**config.mk**
```make
export PLATFORM = sky130hd
export DESIGN_NAME = cfg_len_track
export DESIGN_NICKNAME = d
export VERILOG_FILES = /design/src/rtl/cfg_len_track.sv
export SDC_FILE = /design/constraint.sdc
export NUM_CORES = 1
export LEC_CHECK = 0
export ABC_CLOCK_PERIOD_IN_PS = 3300
export BUFFER_PORTS_ARGS = -buffer_cell sky130_fd_sc_hd__buf_4
export CAP_MARGIN = 20
export CORE_AREA = 8 8 82 84
export CTS_CLUSTER_DIAMETER = 120
export DETAILED_ROUTE_END_ITERATION = 7
export DIE_AREA = 0 0 90 92
export PLACE_DENSITY = 0.67
export SLEW_MARGIN = 0
export SYNTH_ARGS = -nofsm -noshare
export SYNTH_HDL_FRONTEND = slang
export SYNTH_SLANG_ARGS = --single-unit
```
**constraint.sdc**
```tcl
create_clock -name clk -period 3.3 [get_ports clk]
set_input_delay 0.165 -clock clk [delete_from_list [all_inputs] [get_ports clk]]
set_output_delay 0.165 -clock clk [all_outputs]
set_load 0.02 [all_outputs]
```
**src/rtl/cfg_len_track.sv**
```systemverilog
`timescale 1ns/1ps
module cfg_len_track #(
  parameter int LEN_W = 24
) (
  input  logic clk,
  input  logic rst_n,
  input  logic clr,
  input  logic cap_en,
  input  logic cnt_en,
  input  logic bit_in,
  output logic last_hit
);

  localparam int            CW  = LEN_W + 1;
  localparam logic [CW-1:0] ONE = CW'(1);

  logic [LEN_W-1:0] len_q, len_d;
  logic [CW-1:0]    cnt_q, cnt_d;

  always_comb begin
    len_d = len_q;
    cnt_d = cnt_q;
    if (clr) begin
      len_d = '0;
      cnt_d = '0;
    end else begin
      if (cap_en) len_d = {len_q[LEN_W-2:0], bit_in};
      if (cnt_en) cnt_d = cnt_q + ONE;
    end
  end

  always_ff @(posedge clk or negedge rst_n) begin
    if (!rst_n) begin
      len_q <= '0;
      cnt_q <= '0;
    end else if (clr || cap_en || cnt_en) begin
      len_q <= len_d;
      cnt_q <= cnt_d;
    end
  end

  // the bit being taken now is the final one the length count allows
  assign last_hit = ({1'b0, len_q} == (cnt_q + ONE));

  // the captured length is frozen once the length field has passed
  p_len_frozen_r3: assert property (@(posedge clk) disable iff (!rst_n)
    (!cap_en && !clr) |=> $stable(len_q));

  p_cnt_hold_r9: assert property (@(posedge clk) disable iff (!rst_n)
    (!cnt_en && !clr) |=> $stable(cnt_q));

endmodule

```
---- Yosys cells after proc, flatten, opt, wreduce, memory -nomap -nowiden ----
Cells that the tools add are included.
word-level totals
  output and inout port bits .............. 1
  register bits after elaboration ......... 49
  logic and storage cells ................. 14
cells by class
  eq/ne operators ......................... 1
  reductions and logical operators ........ 6
  add/subtract/negate cells ............... 1
  multiplexer cells ....................... 4
operators by type and width
  kind                                           count
  two-way mux 25 bit                             2
  two-way mux 24 bit                             2
  adder 25 x 1 -> 25 bit, second input constant  1
  equality test 24 x 25 -> 1 bit                 1
  AND reduction 2 bit                            2
  nonzero test 2 bit                             2
  logical OR 1 bit                               2

---- Depth between registers and ports, before layout ----
Gate-level depths: netlist of the first run.
  depth after elaboration ................. 3
  depth in mapped cells ................... 9
  gate-level depth less buffers ........... 8

---- Least setup slack after synthesis of the first run ----
No wires, ideal clock.
  path kind ............................... register -> output
  from .................................... register cnt_q[0]
  to ...................................... output last_hit
  arrival ................................. 2.728 ns
  cell stages (with the launch flop) ...... 10
  path slack .............................. 0.407 ns
  path buffers ............................ 1
  path through ............................ dfrtp_1 > ha_1 > nand2_1 > nor3_4 > and3_1 > buf_4 > nand2_1 > a31o_2 > or4_1 > nor4_2
between the ends
  longest elaborated chain between the ends .. 2
ends and longest elaborated chain
  item                            RTL line  source
  start: declaration              18        logic [CW-1:0] cnt_q, cnt_d;
  start signal: assignment        38        cnt_q <= cnt_d;
  adder 25 x 1 -> 25 bit          43        assign last_hit = ({1'b0, len_q} == (cnt_q + ONE));
  equality test 24 x 25 -> 1 bit  43
  end: declaration                11        output logic last_hit
Every way passes these cells.

---- Worst setup path after layout of the first run ----
  from .................................... register cnt_q[11]
  to ...................................... output last_hit
Same word-level chain as after synthesis.

==> results of run 1 <==
-- repair_timing --
action	CTS	global route
hold buffers	1	0
setup endpoints to repair	0	1
endpoints found under the hold margin	49	0
setup buffers	0	2
resized for setup	0	1
-- cells in the mapped netlist (2+ instances only) --
| cell | count | area [µm²] |
|---|---|---|
| o21ai_0 | 7 | 35.0 |
| nand2_1 | 20 | 75.1 |
| o31ai_1 | 3 | 22.5 |
| buf_2 | 3 | 15.0 |
| xor2_1 | 22 | 193 |
| inv_1 | 3 | 11.3 |
| a311oi_1 | 2 | 17.5 |
| xnor2_1 | 30 | 263 |
| nand3_2 | 2 | 20.0 |
| nand3_1 | 14 | 70.1 |
| o21ai_1 | 3 | 15.0 |
| and3_1 | 7 | 43.8 |
| a21oi_1 | 7 | 35.0 |
| nand4_1 | 11 | 68.8 |
| buf_1 | 2 | 7.51 |
| clkbuf_1 | 9 | 33.8 |
| mux2i_1 | 27 | 270 |
| dfrtp_1 | 49 | 1230 |
| or3_1 | 8 | 50.1 |
| nor3_1 | 4 | 20.0 |
| nor2_1 | 56 | 210 |
-- registers in the layout (all words and copies together) (netlist names) --
name   count
cnt_q     25
len_q     24
-- cell families (layout without fill, tap and decap cells) --
| family | after synthesis | in the layout | synth area share, % |
|---|---|---|---|
| AO/OA/AOI/OAI | 29 | 29 | 6.32 |
| XOR/XNOR | 52 | 52 | 15.8 |
| adder cells (fa/ha/maj) | 1 | 1 | 0.433 |
| buffers and inverters | 19 | 21 | 2.77 |
| flip-flops | 49 | 49 | 42.4 |
| multiplexers | 27 | 27 | 9.35 |
| AND/OR/NAND/NOR | 131 | 131 | 22.9 |
-- metal layers --
layer | routed length, µm | track usage, % | up-vias
li1 | - | - | 1055
met1 | 2840 | 19.2 | 1048
met2 | 2680 | 23.6 | 37
met3 | 194 | 2.85 | 9
met4 | 106 | 6.10 | 0
met5 | 0 | 0 | -
-- worst max-delay path, delay by kind of cell, from the launching register on --
kind	cells	cell delay, ps
buffers and inverters	1	190
DFF	1	500
and+or+nand+nor	6	1760
AOI/OAI and AO/OA	1	240
-- cell usage in the layout (no fill, tap or decap), types with 8 or more instances in the layout --
cell type  count
xnor2_1       30
dfrtp_1       48
nand2_1       20
nor2_1        56
buf_4         10
or3_1          8
nand3_1       14
xor2_1        22
mux2i_1       27
nand4_1       11
-- power by group --
group / internal (mW) / switching (mW)
clock network: 0.220 / 0.188
logic: 0.0264 / 0.0472
registers: 0.604 / 0.00626
-- worst paths after layout --
path	from	slack, ps	end
min reg2reg	len_q[21]	580	len_q[22]
max in group asynchronous	rst_n	2420	cnt_q[0]
min in group asynchronous	rst_n	410	len_q[20]
min	bit_in	110	len_q[0]
max	cnt_q[11]	160	last_hit
max reg2reg	cnt_q[3]	940	cnt_q[21]
-- through the flow --
stage,total power [mW],std cells
2_1_floorplan,0.667,308
3_3_place_gp,0.696,372
3_5_place_dp,0.697,372
4_1_cts,1.11,380
5_1_grt,1.14,382
6_report,1.09,382
-- final cells by class --
class	count	area (µm²)	area share, %
Tap cell	72	90.1	2.91
Clock buffer	5	68.8	2.22
Inverter	3	11.3	0.363
Sequential cell	49	1230	39.6
Multi-Input combinational cell	240	1580	51.0
Clock inverter	2	35.0	1.13
Timing Repair Buffer	11	85.1	2.74
==> flow_metrics.tcl, run 1 <==
set metrics [dict create \
    nets 317 \
    path_cells "nand3_1 > nor3_1 > and3_1 > nand2_1 > a31o_2 > or4_1 > nor4_2 > buf_4" \
    ant_nets 0 \
    initial_utilization_pct 53.4 \
    cts_made_buffers 5 \
    hold_violations 0 \
    grt_max_degree 50 \
    grt_pass1_wl_um 10200 \
    rsz0062_at_grt "no" \
    utilization_pct 57.4 \
    reg2reg_depth 7 \
    ir_drop_uv 267 \
    fp.dieH_um 92 \
    synthArstFlopShare_pct 100 \
    dieArea_um2 8280 \
    hold_path_class "input pin to flop" \
    clockRootBuffer "clkbuf_8" \
    io_pins 7 \
    start_kind "flop" \
    slew_headroom_pct 58.6 \
    synth_area_um2 2890 \
    synthesis.nets 315 \
    pre_cts_slack_ps 389 \
    std_cell_rows 27 \
    clk_pin_slew_worst_paths_ps 80 \
    synth_area_per_cell_um2 9.38 \
    cts_tree "built" \
    antenna-diode-count 0 \
    dp_hpwl_um 3990 \
    crit_fanout 8 \
    synth_edf_count 0 \
    clock-sinks 49 \
    tns_ps 0 \
    clk_latency_ps 300 \
    fin_ws_ps 161 \
    numPortBuffers 6 \
    clock.fmax_mhz 319 \
    crit_type "flop to output pin" \
    finalSetupViolations 0 \
    powerDensity_nw_per_um2 352 \
    synth.distinct_cells 40 \
    place_area_um2 2970 \
    cellLeakagePower_nw 1.40 \
    status "complete, no violations" \
    n_fill_cell 478 \
    grtUsageTotal_pct 14.7 \
    grt_pass1_vias 2119 \
    cpPeakStageDelay_ps 500 \
    drtPass1Iterations 4 \
    drive_gt1_share_pct 8.06 \
    yosys_warnings 0 \
    grt_overflow 0 \
    cp.arrival_ps 2970 \
    tightest_slew_ps 621 \
    antenna_found_initial 0 \
    routed_wl_um 5820 \
    min_path_cells 3 \
    final_area_um2 3100 \
    cts.path.max_buffers 2 \
    cp_slowest_cell "dfrtp_1" \
    holdWs_ps 106 \
    synthCells 308 \
    post_drt_via_cell_ratio 5.63 \
    die_w_um 90 \
    period_needed_ps 3140 \
    area_delta_synth_final_pct 7.32 \
    core_area_um2 5410 \
    seq_area_frac_synth_pct 42.4 \
    skew_ps 6.35 \
    cap_violations 0 \
    min_period_over_period_pct 95.1 \
    end_kind "output pin" \
    route.detailed.drc 0 \
    vias 2149 \
    h-tree-depth 2 \
    synth-main-ff-cell "dfrtp_1" \
    wl_per_cell_um 15.2 \
    ys_seq_elements 49 \
    gp_congestion 0.882 \
    required_ps 3130 \
    drt_iter0_markers 152 \
    slew_viol_final 0 \
]
Note: power is estimated with default switching activity, not from simulation.
==> run 2: changes to the inputs <==
- CELL_PAD_IN_SITES_DETAIL_PLACEMENT: default -> 0
- CELL_PAD_IN_SITES_GLOBAL_PLACEMENT: default -> 2
- CORE_AREA: 8 8 82 84 -> 8 8 94 96
- DIE_AREA: 0 0 90 92 -> 0 0 102 104
- PLACE_DENSITY: 0.67 -> 0.75
==> flow_metrics.tcl, run 2 (same netlist as run 1, synthesis figures left out) <==
set metrics [dict create \
    status "complete, no violations" \
    pre_cts_slack_ps 325 \
    cts.path.max_buffers 2 \
    ir_drop_uv 164 \
    clk_pin_slew_worst_paths_ps 90 \
    clockRootBuffer "clkbuf_8" \
    routed_wl_um 6340 \
    fp.dieH_um 104 \
    wl_per_cell_um 15.3 \
    vias 2111 \
    use_met1_pct 17.5 \
    multiInputGateArea_um2 1590 \
    n_fill_cell 783 \
    hold-path-endpoint "len_q[0]" \
    end_kind "output pin" \
    drt_iter0_markers 58 \
    drive_gt1_share_pct 9.58 \
    core_area_um2 7450 \
    min_period_over_period_pct 93.0 \
    largest_register_ff_count 25 \
    seq_area_um2 1230 \
    met3_usage_pct 2.81 \
    fin_ws_ps 230 \
    finalSetupViolations 0 \
    clock.fmax_mhz 326 \
    busiest_layer "met2" \
    final_cell_mix "nor2_1 (56), dfrtp_1 (46), xnor2_1 (30)" \
    route.detailed.drc 0 \
    cellLeakagePower_nw 1.39 \
    rrSetupSlack_ps 1070 \
    crit_type "flop to output pin" \
    grtUsageTotal_pct 12.9 \
    powerDensity_nw_per_um2 329 \
    dieArea_um2 10600 \
    hold_violations 0 \
    reg2reg_depth 7 \
    grt_pass1_vias 2166 \
    gp_congestion 0.756 \
    cts_made_buffers 5 \
    period_needed_ps 3070 \
    tightest_slew_ps 631 \
    dp_cells 402 \
    ant_nets 0 \
    area_delta_synth_final_pct 8.66 \
    antenna_found_initial 0 \
    grt_max_degree 50 \
    required_ps 3130 \
    min_path_cells 3 \
    finalNonFillerCells 415 \
    antenna-diode-count 0 \
    cap_violations 0 \
    cp.arrival_ps 2900 \
    final_common_cell "nor2_1" \
    hold_path_class "input pin to flop" \
    rsz0062_at_grt "no" \
    grt_util_met2_pct 19.6 \
    die_w_um 102 \
    slew_viol_final 0 \
    start_kind "flop" \
    clock-sinks 49 \
    h-tree-depth 2 \
    clk_latency_ps 300 \
    skew_ps 5.66 \
    drtPass1Iterations 4 \
    cts_tree "built" \
    io_pins 7 \
    holdWs_ps 107 \
    std_cell_rows 32 \
    grt_pass1_wl_um 11000 \
    worst_r2r_endpoint "cnt_q[19]" \
    nets 319 \
    reg.largest.list "cnt_q (25), len_q (24)" \
    crit_fanout 9 \
    tns_ps 0 \
    rr_startpoint "cnt_q[4]" \
    slew_headroom_pct 58.0 \
    numPortBuffers 6 \
    post_drt_via_cell_ratio 5.09 \
    initial_utilization_pct 38.8 \
    grt_overflow 0 \
    worstHoldStart "bit_in" \
    dp_hpwl_um 4330 \
    top_register "cnt_q" \
    total_power_mw 1.03 \
]
[run 2: per-stage QoR]
step	instance area, µm²	utilization (%)
6_report	3140	42.2
5_1_grt	3140	42.2
4_1_cts	3120	42.0
3_5_place_dp	3010	40.4
3_3_place_gp	3010	40.4
2_1_floorplan	2890	-
[run 2: worst max path at each step]
stage / startpoint / endpoint / slack [ps] / depth (start not counted)
after floorplan: cnt_q[0] / last_hit / 410 / 9
after global placement: cnt_q[3] / last_hit / 350 / 8
after detailed placement: cnt_q[3] / last_hit / 320 / 8
after CTS: cnt_q[0] / last_hit / 20 / 9
after global routing: cnt_q[1] / last_hit / 60 / 10
final: cnt_q[1] / last_hit / 230 / 10
[run 2: power breakdown]
group	internal, mW	switching [mW]	total (mW)	leakage, nW
Combinational	0.0275	0.0493	0.0767	0.669
Clock	0.150	0.197	0.347	0.0385
Sequential	0.604	0.00584	0.610	0.678
[run 2: layer usage]
| layer | vias up | part of all wire (%) | wire length [µm] |
|---|---|---|---|
| li1 | 1062 | - | - |
| met1 | 1028 | 51 | 3220 |
| met2 | 15 | 46 | 2930 |
| met3 | 6 | 1.8 | 112 |
| met4 | 0 | 1.2 | 73 |
| met5 | - | 0 | 0 |
[run 2: cell type report]
class	instances	area share [%]
timing repair buffer	13	3.19
multi-input combinational	240	50.5
clock inverter	1	0.239
inverter	3	0.359
clock buffer	7	2.43
tap	102	4.07
sequential	49	39.2
[run 2: repair_timing]
item,CTS,global route
endpoints found under the hold margin,49,0
setup buffers,3,1
hold buffers,1,0
pin swaps,1,1
gates resized for setup,0,5
setup endpoints to repair,1,1
[run 2: worst max-delay path, stage by stage, from the launching register on]
cell,delay (ps)
dfrtp_2,420
ha_2,220
nand2_1,120
nor3_4,220
buf_4,190
and3_1,180
xnor2_1,130
nand4_1,110
or4_1,540
nor4_2,270
buf_4,190
==> run 3: changes to the inputs <==
- ABC_AREA: default -> 1
- CORE_AREA: 8 8 94 96 -> 8 8 101 103
- DIE_AREA: 0 0 102 104 -> 0 0 109 111
==> flow_metrics.tcl, run 3 <==
set metrics [dict create \
    status "complete, no violations" \
    slew_viol_final 0 \
    fp.dieH_um 111 \
    grt_util_met2_pct 22.3 \
    total_power_mw 1.09 \
    met3_usage_pct 2.56 \
    vias 2802 \
    netlist_top_cells_area "dfrtp_1 (40%), nand2_1 (15%), nand3_1 (9.2%), inv_1 (8.7%), o22ai_1 (6.8%)" \
    synth-main-ff-cell "dfrtp_1" \
    slew_headroom_pct 32.0 \
    use_met1_pct 23.0 \
    dp_hpwl_um 6630 \
    rsz0062_at_grt "no" \
    cp.arrival_ps 2450 \
    route.detailed.drc 0 \
    post-cts-setup-buffer-count 0 \
    hold_violations 0 \
    n_fill_cell 913 \
    die_w_um 109 \
    cts.path.max_buffers 2 \
    synth_area_um2 3030 \
    ir_drop_uv 157 \
    clockRootBuffer "clkbuf_8" \
    powerDensity_nw_per_um2 329 \
    p_comb_share_pct 7.0 \
    path_buf_inv 1 \
    grt_pass1_vias 2750 \
    io_pins 7 \
    ant_nets 0 \
    std_cell_rows 34 \
    cp_top_family "simple AND/OR/NAND/NOR gates" \
    synth.distinct_cells 26 \
    cts_made_buffers 5 \
    wl_per_cell_um 16.1 \
    core_area_um2 8550 \
    cts_tree "built" \
    crit_type "flop to output pin" \
    dieArea_um2 12100 \
    clk_pin_slew_worst_paths_ps 90 \
    synthArstFlopShare_pct 100 \
    min_period_over_period_pct 79.3 \
    clk_latency_ps 310 \
    initial_utilization_pct 35.5 \
    yosysMostFrequentCell "nand2_1" \
    synth_top_area_share_pct 40.4 \
    cellLeakagePower_nw 1.46 \
    reg.largest.list "cnt_q (25), len_q (24)" \
    drt_iter0_markers 152 \
    grtUsageTotal_pct 15.5 \
    synth_common_cells "nand2_1 (121), inv_1 (70), nand3_1 (56)" \
    numPortBuffers 6 \
    crit_fanout 7 \
    tns_ps 0 \
    clock-sinks 49 \
    yosys_warnings 0 \
    p_sw_mw 0.276 \
    post_drt_via_cell_ratio 5.09 \
    ys_seq_elements 49 \
    period_needed_ps 2620 \
    required_ps 3130 \
    p_int_mw 0.813 \
    largest_register_ff_count 25 \
    cpPeakStageDelay_ps 420 \
    area_delta_synth_final_pct 8.99 \
    gp_congestion 0.819 \
    final_cell_mix "nand2_1 (121), inv_1 (70), nand3_1 (56)" \
    cts_resized 0 \
    synthesis.nets 440 \
    drtPass1Iterations 5 \
    grt_pass1_wl_um 14600 \
    cp_slowest_cell "dfrtp_1" \
    top_register "cnt_q" \
    nets 448 \
    netlist.top_cell.by_area "dfrtp_1" \
    p_sw_share_pct 25.4 \
    drive_gt1_share_pct 8.37 \
    grt_max_degree 50 \
    final_common_cell "nand2_1" \
    power_frac_seq_pct 55.8 \
    routed_wl_um 8860 \
    synth_edf_count 0 \
    synthCells 433 \
    finalSetupViolations 0 \
    path_cells "ha_1 > nand2_2 > nor2_4 > nand3_1 > nor2_1 > xor3_1 > nor2_1 > nand3_1 > nor2_1 > buf_4" \
    crit_top_cell "nor2_1" \
    clock.fmax_mhz 382 \
    antenna_found_initial 0 \
    end_kind "output pin" \
    seq_area_frac_synth_pct 40.4 \
    antenna-diode-count 0 \
    busiest_layer "met1" \
    skew_ps 12.6 \
    hold_path_class "input pin to flop" \
    tightest_slew_ps 1020 \
    cap_violations 0 \
    synth_area_per_cell_um2 7.00 \
    grt_overflow 0 \
    h-tree-depth 2 \
    clockPowerShare_pct 37.3 \
    start_kind "flop" \
]
run 3: final timing paths:
| check | start | end | slack [ps] | cells past startpoint |
|---|---|---|---|---|
| min reg2reg | len_q[7] | len_q[7] | 530 | 2 |
| max in group asynchronous | rst_n | cnt_q[16] | 2420 | 2 |
| max | cnt_q[0] | last_hit | 680 | 10 |
| min | clr | len_q[4] | 80 | 2 |
| min in group asynchronous | rst_n | len_q[5] | 430 | 2 |
| max reg2reg | cnt_q[8] | cnt_q[24] | 1530 | 8 |
run 3: worst reg2reg max path: stages, from the launching register on:
cell     delay (ps)
dfrtp_1         430
nand2_1         160
nor2_1          290
nand2_1         140
nor3_1          150
nand2_1         110
xor2_1          250
nand2_1          70
o21ai_0          80
run 3: area by class of cell:
| type | instances | area (µm²) | share of cell area, % |
|---|---|---|---|
| clock buffers | 7 | 96.3 | 2.91 |
| clock inverters | 1 | 5.00 | 0.151 |
| inverters | 71 | 267 | 8.06 |
| multi-input cells | 306 | 1510 | 45.8 |
| flip-flops and latches | 49 | 1230 | 37.1 |
| well taps | 108 | 135 | 4.09 |
| repair buffers | 8 | 62.6 | 1.89 |
run 3: logic make-up (layout without fill, tap and decap cells):
logic type,Yosys count,in the layout,synth area share [%]
flip-flops,49,49,40.4
AO/OA/AOI/OAI,55,55,10.6
adder cells (fa/ha/maj),1,1,0.412
XOR/XNOR,5,5,2.39
buffers and inverters,78,87,9.65
AND/OR/NAND/NOR,245,245,36.5
run 3: stage by stage:
| stage | instances | setup slack (ps) | cell area (µm²) | utilization [%] | hold WS [ps] |
|---|---|---|---|---|---|
| 2_1_floorplan | 433 | 1330 | 3030 | - | -131 |
| 6_report | 550 | 683 | 3310 | 38.7 | 78.9 |
| 5_1_grt | 550 | 463 | 3310 | 38.7 | 70.5 |
| 3_5_place_dp | 541 | 985 | 3190 | 37.4 | 247 |
| 4_1_cts | 550 | 636 | 3310 | 38.7 | 67.2 |
| 3_3_place_gp | 541 | 1020 | 3190 | 37.4 | 249 |
run 3: repair_timing:
item	4_1_cts	5_1_grt
endpoints found under the setup margin	0	0
hold buffers	1	0
endpoints found under the hold margin	49	0
run 3: power by group through the flow:
| stage | logic [mW] | registers [mW] | clock network (mW) |
|---|---|---|---|
| after detailed placement | 0.0771 | 0.619 | 0 |
| after floorplan | 0.0381 | 0.618 | 0 |
| after global routing | 0.0855 | 0.608 | 0.440 |
| after global placement | 0.0775 | 0.619 | 0 |
| after CTS | 0.0784 | 0.607 | 0.414 |
| final | 0.0760 | 0.607 | 0.405 |
run 3: per-layer routing:
layer / vias up / part of all wire, % / wire length (µm)
met5: - / 0 / 0
met3: 8 / 2.0 / 181
met1: 1340 / 52 / 4640
met4: 0 / 1.3 / 112
li1: 1420 / - / -
met2: 34 / 44 / 3920
